[src/rtl/alu_slice.sv]
module alu_slice #(
  parameter int WIDTH = 4
) (
  input  logic [WIDTH-1:0] a,
  input  logic [WIDTH-1:0] b,
  input  logic [2:0]       op,
  input  logic             cin,
  output logic [WIDTH-1:0] f,
  output logic             cout,
  output logic             ovf
);
  localparam int MSB = WIDTH - 1;

  typedef enum logic [2:0] {
    OP_ZERO = 3'b000, OP_SUB_BA = 3'b001, OP_SUB_AB = 3'b010, OP_ADD = 3'b011,
    OP_XOR  = 3'b100, OP_OR     = 3'b101, OP_AND    = 3'b110, OP_ONES = 3'b111
  } op_e;

  logic [WIDTH-1:0] opx, opy;
  logic [MSB-1:0]   low_sum;
  logic             c_msb;
  logic [1:0]       top_sum;
  logic             arith;

  always_comb begin
    unique case (op_e'(op))
      OP_SUB_BA: begin opx = b; opy = ~a; end
      OP_SUB_AB: begin opx = a; opy = ~b; end
      default:   begin opx = a; opy = b;  end
    endcase
  end

  assign arith = (op == OP_SUB_BA) || (op == OP_SUB_AB) || (op == OP_ADD);

  assign {c_msb, low_sum} = {1'b0, opx[MSB-1:0]} + {1'b0, opy[MSB-1:0]} + {{MSB{1'b0}}, cin};
  assign top_sum = {1'b0, opx[MSB]} + {1'b0, opy[MSB]} + {1'b0, c_msb};

  always_comb begin
    unique case (op_e'(op))
      OP_ZERO:  f = '0;
      OP_XOR:   f = a ^ b;
      OP_OR:    f = a | b;
      OP_AND:   f = a & b;
      OP_ONES:  f = '1;
      default:  f = {top_sum[0], low_sum};
    endcase
  end

  assign cout = arith & top_sum[1];
  assign ovf  = arith & (top_sum[1] ^ c_msb);

  logic [WIDTH:0] chk_add, chk_ab, chk_ba;
  assign chk_add = {1'b0, a} + {1'b0, b}  + {{WIDTH{1'b0}}, cin};
  assign chk_ab  = {1'b0, a} + {1'b0, ~b} + {{WIDTH{1'b0}}, cin};
  assign chk_ba  = {1'b0, b} + {1'b0, ~a} + {{WIDTH{1'b0}}, cin};

  always_comb begin
    AST_ZERO_CODE: assert (op != 3'b000 || (f == '0 && !cout && !ovf));
    AST_ONES_CODE: assert (op != 3'b111 || (f == '1 && !cout && !ovf));
    AST_ADD_SUM: assert (op != 3'b011 || {cout, f} == chk_add);
    AST_SUB_AB_SUM: assert (op != 3'b010 || {cout, f} == chk_ab);
    AST_SUB_BA_SUM: assert (op != 3'b001 || {cout, f} == chk_ba);
    AST_LOGIC_QUIET: assert (arith || (!cout && !ovf));
    AST_OVF_SIGNED: assert (!arith || ovf == ((opx[MSB] == opy[MSB]) && (f[MSB] != opx[MSB])));
  end
endmodule

[src/rtl/alu_ripple_word.sv]
module alu_ripple_word #(
  parameter int SLICES  = 4,
  parameter int SLICE_W = 4
) (
  input  logic [SLICES*SLICE_W-1:0] a,
  input  logic [SLICES*SLICE_W-1:0] b,
  input  logic [2:0]                op,
  input  logic                      cin,
  output logic [SLICES*SLICE_W-1:0] f,
  output logic                      cout,
  output logic                      ovf
);
  localparam int W = SLICES * SLICE_W;

  logic [SLICES:0]   carry;
  logic [SLICES-1:0] slice_ovf;

  assign carry[0] = cin;

  for (genvar i = 0; i < SLICES; i++) begin : g_slice
    alu_slice #(.WIDTH(SLICE_W)) slice_u (
      .a    (a[i*SLICE_W +: SLICE_W]),
      .b    (b[i*SLICE_W +: SLICE_W]),
      .op   (op),
      .cin  (carry[i]),
      .f    (f[i*SLICE_W +: SLICE_W]),
      .cout (carry[i+1]),
      .ovf  (slice_ovf[i])
    );
  end

  assign cout = carry[SLICES];
  assign ovf  = slice_ovf[SLICES-1];

  logic [W:0] word_add, word_ab;
  assign word_add = {1'b0, a} + {1'b0, b}  + {{W{1'b0}}, cin};
  assign word_ab  = {1'b0, a} + {1'b0, ~b} + {{W{1'b0}}, cin};

  always_comb begin
    AST_WORD_ADD: assert (op != 3'b011 || {cout, f} == word_add);
    AST_WORD_SUB: assert (op != 3'b010 || {cout, f} == word_ab);
    AST_WORD_OVF: assert (op != 3'b011 || ovf == ((a[W-1] == b[W-1]) && (f[W-1] != a[W-1])));
  end
endmodule

[config.mk]
export PLATFORM = sky130hd
export DESIGN_NAME = alu_ripple_word
export DESIGN_NICKNAME = d
export VERILOG_FILES = /design/src/rtl/alu_slice.sv /design/src/rtl/alu_ripple_word.sv
export SDC_FILE = /design/constraint.sdc
export NUM_CORES = 1
export LEC_CHECK = 0
export BUFFER_PORTS_ARGS = -buffer_cell sky130_fd_sc_hd__buf_2
export CORE_MARGIN = 2
export CORE_UTILIZATION = 50
export DETAILED_ROUTE_END_ITERATION = 8
export PLACE_DENSITY_LB_ADDON = 0.05
export SLEW_MARGIN = 20
export SYNTH_ARGS = -nofsm -noshare
export SYNTH_HDL_FRONTEND = slang
export SYNTH_SLANG_ARGS = --single-unit
export TNS_END_PERCENT = 50
[constraint.sdc]
create_clock -name vclk -period 26.4
set_input_delay 5.28 -clock vclk [all_inputs]
set_output_delay 5.28 -clock vclk [all_outputs]
set_load 0.03 [all_outputs]
# Word-level counts from Yosys, hierarchy flattened
# Index checks and enable logic that the tools add are counted.
[totals]
ff_bits = 0
output_inout_bits = 18
wordCells = 64
[op_classes]
n_addsub = 16
n_eq_ne = 7
n_mux = 12
bitwise_logic = 26
reduce_logical = 3
[ops]
columns = ["cell", "n"]
rows = [
  ["$pmux W4 S5", 4],
  ["$not A4 Y4", 8],
  ["$pmux W4 S2", 4],
  ["$add A3 B3 Y4", 4],
  ["$add A4 B1 Y4", 4],
  ["$and A4 B4 Y4", 4],
  ["$mux W4", 4],
  ["$or A4 B4 Y4", 4],
  ["$xor A4 B4 Y4", 4],
  ["$eq A3 B3 Y1 const B", 4],
  ["$add A1 B1 Y2", 4],
  ["$add A2 B1 Y2", 4],
  ["$eq A3 B2 Y1 const B", 2],
  ["$and A1 B1 Y1", 5],
  ["$eq A3 B1 Y1 const B", 1],
  ["$logic_not A3 Y1", 1],
  ["$logic_or A1 B1 Y1", 2],
  ["$xor A1 B1 Y1", 1],
]

# Longest topological paths before layout
[depth]
depth_word = 16
mapped_depth = 29
ltp_nobuf = 25

# By module
# From an unflattened synthesis, not the netlist that was laid out.
[hier_totals]
hier_cells = 308
hier_area_um2 = 2314.7
[by_module_without_submodules]
columns = ["module", "n_inst", "cells_per_inst", "area_per_inst_um2"]
rows = [
  ["alu_slice at g_slice[0].slice_u ...", 3, 77, 579.3],
  ["alu_slice at g_slice[1].slice_u", 1, 77, 576.8],
]

# Worst setup path before layout
# OpenSTA, ideal clock, no wires.
[synth_path]
path_type = "input port to output port"
startpoint = "in op[0]"
endpoint = "out f[15]"
arrival_ps = 11775
required_ps = 21120
slack_ps = 9345
stages = 29
path_buffers = 4
cell_sequence = "buf_6 > or3b_1 > buf_6 > and2_4 > buf_6 > buf_6 > a21o_1 > ha_1 > nor2b_1 > o21ai_0 > nand2b_1 > fa_1 > and2_1 > fa_1 > a21o_1 > a21o_1 > fa_1 > and2_1 > fa_1 > a21o_1 > a21o_1 > fa_1 > and2_1 > fa_1 > nand3_1 > nand2_1 > fa_1 > nand2_1 > o22ai_1"
[synth_between]
elab_chain_cells = 15
[synth_lines]
columns = ["element", "line_no", "rtl"]
rows = [
  ["start: declaration", "alu_ripple_word.sv:7", "input logic [2:0] op,"],
  ["$eq A3 B2 Y1 or $eq A3 B1 Y1 (tied branches)", "alu_slice.sv:26, alu_slice.sv:33", ""],
  ["$pmux W4 S2 or $mux W4 (tied branches)", "alu_slice.sv:26", "unique case (op_e'(op))"],
  ["$add A3 B3 Y4", "alu_slice.sv:35", "assign {c_msb, low_sum} = {1'b0, opx[MSB-1:0]} + {1'b0, opy[MSB-1:0]} + {{MSB{1'b0}}, cin};"],
  ["$add A4 B1 Y4", "alu_slice.sv:35", ""],
  ["$add A2 B1 Y2", "alu_slice.sv:36", "assign top_sum = {1'b0, opx[MSB]} + {1'b0, opy[MSB]} + {1'b0, c_msb};"],
  ["$and A1 B1 Y1", "alu_slice.sv:49", "assign cout = arith & top_sum[1];"],
  ["$add A4 B1 Y4", "alu_slice.sv:35", ""],
  ["$add A2 B1 Y2", "alu_slice.sv:36", ""],
  ["$and A1 B1 Y1", "alu_slice.sv:49", ""],
  ["$add A4 B1 Y4", "alu_slice.sv:35", ""],
  ["$add A2 B1 Y2", "alu_slice.sv:36", ""],
  ["$and A1 B1 Y1", "alu_slice.sv:49", ""],
  ["$add A4 B1 Y4", "alu_slice.sv:35", ""],
  ["$add A2 B1 Y2", "alu_slice.sv:36", ""],
  ["$pmux W4 S5 *", "alu_slice.sv:39", "unique case (op_e'(op))"],
  ["end: declaration", "alu_ripple_word.sv:9", "output logic [SLICES*SLICE_W-1:0] f,"],
]
# Mark *: on every way between the ends. The rest lies on a longest branch, timed or not.

# Final worst setup path
[layout_path]
startpoint = "in op[1]"
endpoint = "out ovf"
[layout_between]
elab_chain_cells = 16
[layout_lines]
columns = ["element", "line_no", "rtl"]
rows = [
  ["$eq A3 B2 Y1 or $eq A3 B1 Y1 (tied branches)", "alu_slice.sv:26, alu_slice.sv:33", ""],
  ["$pmux W4 S2 or $mux W4 (tied branches)", "alu_slice.sv:26", ""],
  ["$add A3 B3 Y4", "alu_slice.sv:35", ""],
  ["$add A4 B1 Y4", "alu_slice.sv:35", ""],
  ["$add A2 B1 Y2", "alu_slice.sv:36", ""],
  ["$and A1 B1 Y1", "alu_slice.sv:49", ""],
  ["$add A4 B1 Y4", "alu_slice.sv:35", ""],
  ["$add A2 B1 Y2", "alu_slice.sv:36", ""],
  ["$and A1 B1 Y1", "alu_slice.sv:49", ""],
  ["$add A4 B1 Y4", "alu_slice.sv:35", ""],
  ["$add A2 B1 Y2", "alu_slice.sv:36", ""],
  ["$and A1 B1 Y1", "alu_slice.sv:49", ""],
  ["$add A4 B1 Y4", "alu_slice.sv:35", ""],
  ["$add A2 B1 Y2", "alu_slice.sv:36", ""],
  ["$xor A1 B1 Y1", "alu_slice.sv:50", "assign ovf = arith & (top_sum[1] ^ c_msb);"],
  ["$and A1 B1 Y1 *", "alu_slice.sv:50", ""],
  ["end: declaration", "alu_ripple_word.sv:11", "output logic ovf"],
]
# Marks and branches as above.

==> summary.md <==
| Metric | Value |
|---|---|
| Status | `completed` |
| Maximum VDD drop | `0.01031 mV` |
| FFs & Latches | `0` |
| Initial antenna violation count | `0` |
| Hold Path Stages | `5` |
| First drt pass iteration count | `4` |
| Critical path arrival | `12.34 ns` |
| Critical path class | `primary input to output pin` |
| Synth area leader | `ha_1` |
| Routability Congestion | `0.8142` |
| Post-layout min period | `17.62 ns` |
| Vias | `2053` |
| Final Setup Violations | `0` |
| Most frequent CP cell | `fa_1` |
| Post-Layout Inst Area | `2251 um2` |
| Placed insts | `374` |
| Yosys cell types | `29` |
| Net Count, Synth | `378` |
| Worst slew margin | `57.87%` |
| Final cycle utilization of the critical path | `66.76%` |
| Die area | `4566 um2` |
| Register area share after synthesis | `0%` |
| Sw Pwr | `0.00003268 W` |
| GRT Total Usage | `21.06%` |
| Hold Crit Start | `cin` |
| Setup crit start kind | `primary input` |
| Top post-synthesis cells by count | `40 x ha_1, 37 x nand2_1, 33 x inv_1, 30 x o22ai_1, 24 x o21ai_0` |
| Initial drt markers | `72` |
| Drt drc | `0` |
| Worst setup margin | `8.776 ns` |
| Pwr Density | `23.85 nW/um2` |
| Post-place setup slack | `8.724 ns` |
| Most common cell in the netlist | `ha_1` |
| Setup crit start | `op[1]` |
| Total Routed Length | `4694 um` |
| Mapped Cells | `290` |
| Routed length per instance | `12.55 um` |
| Fin cells | `374` |
| Synthesis Warnings | `0` |
| Highest Clock Rate | `56.74 MHz` |
| Hold_buf cts | `0` |
| Switching share of total power | `60.89%` |
| Multi-input gate area | `1787 um2` |
| Initial core utilization | `51.25%` |
| First-pass GRT wire length | `7797 um` |
| Final slew viol count | `0` |
| Comb pwr share | `100.0%` |
| MaxCap Viol Count | `0` |
| CP max FO | `22` |
| Least-Margin Pin Slew | `0.6319 ns` |
| Setup tns final | `0 ns` |
| Max incr delay on CP | `0.68 ns` |
| Register area | `0 um2` |
| Row count | `23` |
| Die H | `67.57 um` |
| Int Pwr | `0.00002100 W` |
| Post-placement cell area | `2251 um2` |
| Die Wd | `67.57 um` |
| Top cell type's share of synthesized area | `24.77%` |
| Unrepaired setup endpoints after global routing | `false` |
| Post_cts resized | `0` |
| Ports | `54` |
| Fin. Hold Viols | `0` |
| Min-Delay Path Class | `primary input to output pin` |
| Hpwl dp | `3542 um` |
| Buffers on Ports | `54` |
| Layout Nets | `414` |
| Ant. Diodes | `0` |
| Clk pwr share | `0%` |
| Clock buffer cells | `0` |
| Layout fillers | `392` |
| Fraction of layout cells with a size suffix above 1 | `21.91%` |
| CP endpoint kind | `output pin` |
| Setup Fix Bufs, Post-CTS | `0` |
| Post-route ant nets | `0` |
| Leak Pwr | `1.274 nW` |
| Routed vias/inst | `5.489` |
| Pin count of the biggest net entering global routing | `39` |
| Synth-to-Final Area Change | `11.39%` |
| Synth area leaders | `ha_1 25%, fa_1 12%, o22ai_1 9.3%` |
| Vias in the first global route | `1733` |
| Synthesized area | `2021 um2` |
| CORE AREA | `3943 um2` |
| CP max-delay cell | `or3b_1` |
| Req. time, crit path | `21.12 ns` |
| Syn Area/Cell | `6.968 um2` |
| Remaining Overflow, GRT | `0` |
| Sequential power share | `0%` |
[final timing paths]
kind / endpoint / slack, ns
hold / removal: f[0] / 11.15
setup / recovery: ovf / 8.78
[layer usage]
layer / wire length (um) / track usage [%] / up-vias
li1: - / - / 1063
met1: 2371 / 29.60 / 946
met2: 2145 / 38.36 / 44
met3: 177 / 0 / 0
met4: 0 / 0 / 0
met5: 0 / 0 / -
[metrics by stage]
stage                      power (W)  utilization [%]  hold WS [ns]
after floorplan           0.00003991                -         10.91
after global placement    0.00005365            57.09         11.16
after detailed placement  0.00005390            57.09         11.16
after CTS                 0.00005422            57.09         11.16
after global routing      0.00006055            57.09         11.20
final                     0.00005368            57.09         11.15
[kinds of logic after synthesis]
logic type / Yosys count / synth area share, %
AO/OA/AOI/OAI: 100 / 29.91
AND/OR/NAND/NOR: 79 / 19.57
adder cells (fa/ha/maj): 52 / 36.66
multiplexers: 1 / 0.5572
XOR/XNOR: 4 / 1.734
buffers and inverters: 54 / 11.58
[final cells by class]
| type | count | share of cell area, % |
|---|---|---|
| timing repair buffer | 55 | 12.34 |
| tap | 50 | 2.779 |
| multi-input combinational | 236 | 79.38 |
| inverter | 33 | 5.503 |
[cell usage in the layout, fill, tap and decap left out]
master | synthesis | final
nor2_1 | 2 | 2
nand2_1 | 37 | 37
o21ai_1 | 8 | 8
fa_1 | 12 | 12
a21o_1 | 19 | 19
or3b_1 | 2 | 2
nand3_1 | 1 | 1
a21oi_1 | 14 | 14
o21ba_2 | 1 | 1
mux2_2 | 1 | 1
xnor2_1 | 3 | 3
nor2b_1 | 11 | 11
and2_1 | 4 | 4
and2_4 | 1 | 1
or2_2 | 12 | 12
o21a_1 | 1 | 1
o32ai_1 | 2 | 2
nand2b_1 | 3 | 3
a21oi_2 | 1 | 1
buf_4 | 0 | 1
nor3_1 | 6 | 6
buf_2 | 1 | 54
ha_1 | 40 | 40
inv_1 | 33 | 33
o21ai_0 | 24 | 24
xor2_1 | 1 | 1
o22ai_1 | 30 | 30
[power groups by stage]
stage	Clock (W)	Combinational (W)	Sequential, W
3_3_place_gp	0	0.0000536	0
3_5_place_dp	0	0.0000539	0
5_1_grt	0	0.0000605	0
6_report	0	0.0000537	0
4_1_cts	0	0.0000542	0
2_1_floorplan	0	0.0000399	0
[worst max-delay path: cells and delay by family]
kind            cells  cell delay (ns)
buf+inv             2             0.54
fa+ha+maj           8             3.14
simple gates       10             2.06
mux                 1             0.25
compound gates      6             1.08
Note: power is estimated with default switching activity, not from simulation.
